--- config.mk ---
export PLATFORM = sky130hd
export DESIGN_NAME = mux_bus_ctrl
export DESIGN_NICKNAME = d
export VERILOG_FILES = /design/src/rtl/mux_bus_ctrl.sv
export SDC_FILE = /design/constraint.sdc
export NUM_CORES = 1
export LEC_CHECK = 0
export BUFFER_PORTS_ARGS = -buffer_cell sky130_fd_sc_hd__buf_2
export CAP_MARGIN = 20
export CORE_UTILIZATION = 45
export CTS_CLUSTER_DIAMETER = 100
export DETAILED_ROUTE_END_ITERATION = 10
export GPL_TIMING_DRIVEN = 0
export PLACE_DENSITY = 0.72
export SLEW_MARGIN = 10
export SYNTH_ARGS = -nofsm -noshare
export SYNTH_HDL_FRONTEND = slang
export SYNTH_SLANG_ARGS = --single-unit
--- constraint.sdc ---
create_clock -name clk -period 3.3 [get_ports clk]
set_clock_uncertainty 0.2 [all_clocks]
set_input_delay 0.165 -clock clk [delete_from_list [all_inputs] [get_ports clk]]
set_output_delay 0.165 -clock clk [all_outputs]
set_load 0.01 [all_outputs]
--- src/rtl/mux_bus_ctrl.sv ---
module mux_bus_ctrl #(
  parameter int AW   = 16,
  parameter int NREG = 3
) (
  input  logic            clk,
  input  logic            rst_n,
  input  logic            req,
  input  logic            req_we,
  input  logic            req_w16,
  input  logic [AW-1:0]   req_addr,
  input  logic [15:0]     req_wdata,
  output logic            rdy,
  output logic            err,
  output logic [15:0]     rdata,
  input  logic [NREG-1:0] cfg_wide,
  input  logic [NREG-1:0] cfg_three,
  input  logic [2*NREG-1:0] cfg_wmode,
  input  logic [NREG-1:0] cfg_awt,
  input  logic [2*NREG-1:0] cfg_dwt,
  output logic [AW-1:0]   bus_out,
  output logic            bus_oe,
  input  logic [AW-1:0]   bus_in,
  output logic            ale,
  output logic            rd_n,
  output logic            wr_n,
  input  logic            ext_wait
);
  localparam int SW = $clog2(NREG + 1);

  typedef enum logic [2:0] {S_IDLE, S_T1, S_TA, S_T2, S_TW, S_TX, S_T3} st_t;
  st_t st;

  logic [SW-1:0] sel, ri;
  logic          hit;
  assign sel = req_addr[AW-1 -: SW];
  assign ri  = sel - 1'b1;
  assign hit = (sel != '0) && (sel <= SW'(NREG));

  logic          q_we, q_w16, q_wide, q_three, q_aw, q_hi;
  logic [1:0]    q_mode, q_dw, cnt;
  logic [AW-1:0] q_addr;
  logic [15:0]   q_wd;
  logic [7:0]    q_rhi;

  logic          prog, aw_e, ext_e, split, last, addr_ph, data_ph;
  logic [1:0]    dw_e;
  logic [AW-1:0] part_addr;
  logic [15:0]   wd, rv;

  assign prog    = q_three && (q_mode != 2'd0);
  assign aw_e    = prog && q_aw;
  assign dw_e    = prog ? q_dw : 2'd0;
  assign ext_e   = q_three && q_mode[1];
  assign split   = q_w16 && !q_wide;
  assign last    = (st == S_T2 && !q_three) || st == S_T3;
  assign addr_ph = (st == S_T1) || (st == S_TA);
  assign data_ph = (st == S_T2) || (st == S_TW) || (st == S_TX) || (st == S_T3);

  assign part_addr = split ? {q_addr[AW-1:1], q_hi} : q_addr;
  assign wd = (q_w16 && q_wide) ? q_wd :
              split ? {8'h00, (q_hi ? q_wd[7:0] : q_wd[15:8])} :
              {8'h00, q_wd[7:0]};
  assign rv = (q_w16 && q_wide) ? bus_in[15:0] :
              split ? {q_rhi, bus_in[7:0]} :
              {8'h00, bus_in[7:0]};

  assign ale     = addr_ph;
  assign bus_oe  = addr_ph || (data_ph && q_we);
  assign bus_out = addr_ph ? part_addr : (data_ph && q_we) ? AW'(wd) : '0;
  assign rd_n    = !(data_ph && !q_we);
  assign wr_n    = !(data_ph && q_we);

  always_ff @(posedge clk or negedge rst_n) begin
    if (!rst_n) begin
      st      <= S_IDLE;
      rdy     <= 1'b0;
      err     <= 1'b0;
      rdata   <= '0;
      q_we    <= 1'b0;
      q_w16   <= 1'b0;
      q_wide  <= 1'b0;
      q_three <= 1'b0;
      q_aw    <= 1'b0;
      q_hi    <= 1'b0;
      q_mode  <= '0;
      q_dw    <= '0;
      cnt     <= '0;
      q_addr  <= '0;
      q_wd    <= '0;
      q_rhi   <= '0;
    end else begin
      rdy <= 1'b0;
      err <= 1'b0;
      case (st)
        S_IDLE: if (req && !rdy) begin
          if (!hit) begin
            rdy <= 1'b1;
            err <= 1'b1;
          end else begin
            q_we    <= req_we;
            q_w16   <= req_w16;
            q_addr  <= req_addr;
            q_wd    <= req_wdata;
            q_wide  <= cfg_wide[ri];
            q_three <= cfg_three[ri];
            q_aw    <= cfg_awt[ri];
            q_mode  <= cfg_wmode[{ri, 1'b0} +: 2];
            q_dw    <= cfg_dwt[{ri, 1'b0} +: 2];
            q_hi    <= 1'b0;
            st      <= S_T1;
          end
        end
        S_T1: st <= aw_e ? S_TA : S_T2;
        S_TA: st <= S_T2;
        S_T2: if (q_three) begin
          if (dw_e != 2'd0) begin
            cnt <= dw_e;
            st  <= S_TW;
          end else begin
            st <= (ext_e && ext_wait) ? S_TX : S_T3;
          end
        end
        S_TW: begin
          if (cnt == 2'd1) st <= (ext_e && ext_wait) ? S_TX : S_T3;
          else cnt <= cnt - 2'd1;
        end
        S_TX: if (!ext_wait) st <= S_T3;
        default: ;
      endcase
      if (last) begin
        if (split && !q_hi) begin
          q_rhi <= bus_in[7:0];
          q_hi  <= 1'b1;
          st    <= S_T1;
        end else begin
          if (!q_we) rdata <= rv;
          rdy <= 1'b1;
          st  <= S_IDLE;
        end
      end
    end
  end
endmodule

==> results.py <==
metrics = {
    "global_routing": {
        "grt_overflow_total": 0,
        "grt_max_degree": 61,
        "grt_usage": 0.231,
        "grt_pass1_vias": 3150,
        "antenna_found_initial": 0,
        "grt_pass1_wl_mm": 15.0,
    },
    "synth": {
        "synth_seq_cells": 73,
        "yosysWarnings": 0,
        "syn_nets": 388,
        "synthFlopType": "dfrtp_1",
        "synth_edf_count": 0,
        "synth_area_leaders": "dfrtp_1, mux2_2, mux2i_1",
        "synth_area_sq_um": 3590,
        "synth_common_cells": "dfrtp_1, mux2_2, nand2_1, a21oi_1, o21ai_0",
        "synthCells": 311,
        "ys_seq_area_frac": 0.509,
        "synth_top_area_cell": "dfrtp_1",
        "async_flop_share": 1.00,
        "synth_most_common_cell": "dfrtp_1",
        "syn_avg_cell_area_sq_um": 11.5,
        "yosys.cell_types.count": 48,
        "synth_top_cell_area_share": 0.509,
    },
    "clock_tree": {
        "clock-root-buffer": "clkbuf_8",
        "cts_sinks": 73,
        "cts_htree_levels": 3,
        "ctsLongestPathBuffers": 2,
        "post-cts-setup-buffers": 0,
        "cts_buffers": 9,
        "post_cts_resized": 0,
        "path_clk_slew_ns": 0.08,
        "clock_latency_ns": 0.33,
        "tritoncts": "built",
    },
    "floorplanning": {
        "pin_count": 113,
        "die_h_um": 91.3,
        "die_x_um": 91.3,
        "die_area_sq_um": 8330,
        "rows": 32,
        "start_util": 0.464,
        "core_area_sq_um": 7730,
    },
    "final_layout": {
        "fillers": 612,
        "diodes": 0,
        "areaGrowthSynthToFinish_pct": 40.8,
        "drive_gt1_frac": 0.420,
        "final_cells": 592,
        "register_area_sq_um": 1830,
        "design_area_sq_um": 5050,
        "multiInputGateArea_sq_um": 1620,
        "nNetsFinal": 562,
    },
    "worst_setup_path": {
        "crit_type": "flop to primary output",
        "crit_fanout": 10,
        "cp-start-kind": "flop",
        "cp-end-kind": "primary output",
        "cp.required_ns": 2.93,
        "critPathArrivalTime_ns": 2.23,
    },
    "placement": {
        "dp.cells": 526,
        "io_buffer_count": 112,
        "dp_hpwl_mm": 6.20,
        "gp_congestion": 0.831,
        "placed_area_sq_um": 4300,
    },
    "min_path": {
        "hold_path_class": "input port to asynchronous set/reset pin",
    },
    "sta": {
        "fin_crit_sh": 0.785,
        "finalHoldViolations": 0,
        "min_period_ns": 2.59,
        "setup_viol": 0,
        "relSlewSlack": 0.620,
        "rsz0062_at_grt": "false",
        "fmax_mhz": 386,
        "drv_slew": 0,
        "fin_setup_tns_ns": 0,
        "worst_slew_pin_slew_ns": 0.568,
    },
    "route": {
        "via_per_inst": 5.13,
        "wl_per_cell_um": 15.3,
        "vias": 3037,
        "ant_nets": 0,
        "drc": 0,
        "drt_iter0_markers": 166,
        "dr.pass1.iters": 4,
        "drt-total-wl_mm": 9.08,
    },
    "power_and_ir_drop": {
        "peakVddDrop_mv": 0.572,
        "powerDensity_nw_per_um2": 894,
        "leakage_uw": 0.00244,
    },
    "outcome": {
        "status": "finished clean",
    },
    "run": {
        "cap_violations": 0,
    },
}
==> report_power, final <==
| group | leakage, uW | total [uW] | switching, uW | internal [uW] |
|---|---|---|---|---|
| Combinational | 0.00143 | 2090 | 1090 | 1000 |
| Sequential | 0.000886 | 1580 | 245 | 1330 |
| Clock | 0.000121 | 843 | 316 | 527 |
==> final timing paths <==
path	cells past startpoint	from	slack (ns)	to
setup / recovery	7	st[1]	0.71	bus_out[4]
hold / removal	2	rst_n	0.02	q_addr[5]
setup reg to reg	5	st[2]	1.19	q_addr[2]
hold reg to reg	2	rdata[8]	0.28	rdata[8]
max in group asynchronous	3	rst_n	2.34	q_wd[12]
min in group clk	4	bus_in[14]	0.04	rdata[14]
==> worst max-delay path, stage by stage, from the launching register on <==
cell	delay, ns
dfrtp_1	0.40
buf_4	0.17
xnor2_1	0.16
nor2_1	0.46
buf_2	0.35
nand2_1	0.08
o21ai_0	0.11
buf_2	0.18
==> cell type report <==
class | count | area share
clock buffers | 12 | 0.0287
inverters | 9 | 0.00669
plain buffers | 20 | 0.0203
clock inverters | 4 | 0.0196
multi-input cells | 209 | 0.321
repair buffers | 163 | 0.216
flip-flops and latches | 73 | 0.362
well taps | 102 | 0.0253
==> cell families after synthesis <==
group | count (synthesis) | synth area share
multiplexers | 73 | 0.224
flip-flops | 73 | 0.509
AO/OA/AOI/OAI | 69 | 0.126
AND/OR/NAND/NOR | 63 | 0.0907
buffers and inverters | 29 | 0.0380
XOR/XNOR | 2 | 0.00489
adder cells (fa/ha/maj) | 2 | 0.00698
==> repair_timing <==
action / 4_1_cts / 5_1_grt
hold buffers: 50 / 0
hold endpoints to repair: 130 / 0
endpoints found under the setup margin: 0 / 0
==> flip-flops by register name (all words and copies together), names as in the netlist, 2 cells and up <==
| name | flops |
|---|---|
| cnt | 2 |
| q_mode | 2 |
| rdata | 16 |
| q_rhi | 8 |
| q_wd | 16 |
| st | 3 |
| q_dw | 2 |
| q_addr | 16 |
==> per-stage QoR <==
| step | power (uW) | hold slack [ns] | util | setup WS [ns] |
|---|---|---|---|---|
| 2_1_floorplan | 2950 | -0.331 | - | 1.45 |
| 3_3_place_gp | 3540 | 0.182 | 0.553 | 1.03 |
| 3_5_place_dp | 3620 | -0.166 | 0.557 | 0.944 |
| 4_1_cts | 4520 | 0.00991 | 0.653 | 0.748 |
| 5_1_grt | 4840 | 0.0426 | 0.653 | 0.524 |
| 6_report | 4510 | 0.0173 | 0.653 | 0.708 |
==> cells in the final DEF, fill, tap and decap left out, types with 2 or more instances in the layout <==
cell type	netlist	final
a21oi_1	24	24
a31oi_1	2	2
a32o_1	8	8
buf_1	2	2
buf_2	10	121
buf_4	2	3
bufinv_16	0	3
clkbuf_1	5	7
clkbuf_8	0	10
dfrtp_1	73	73
dlygate4sd3_1	0	50
ha_1	2	2
inv_1	7	7
mux2_2	56	56
mux2i_1	16	16
nand2_1	27	27
nand2b_1	4	4
nand3_1	2	2
nor2_1	16	16
nor2b_1	2	2
o21ai_0	21	21
o22ai_1	3	3
==> per-layer routing <==
metal | vias to the layer above | GRT usage | routed length, um
met4 | 0 | 0.0622 | 80
met1 | 1493 | 0.284 | 3890
met2 | 79 | 0.401 | 4680
li1 | 1459 | - | -
met5 | - | 0 | 0
met3 | 6 | 0.0628 | 426
No activity file was read; power rests on OpenSTA's default activity.
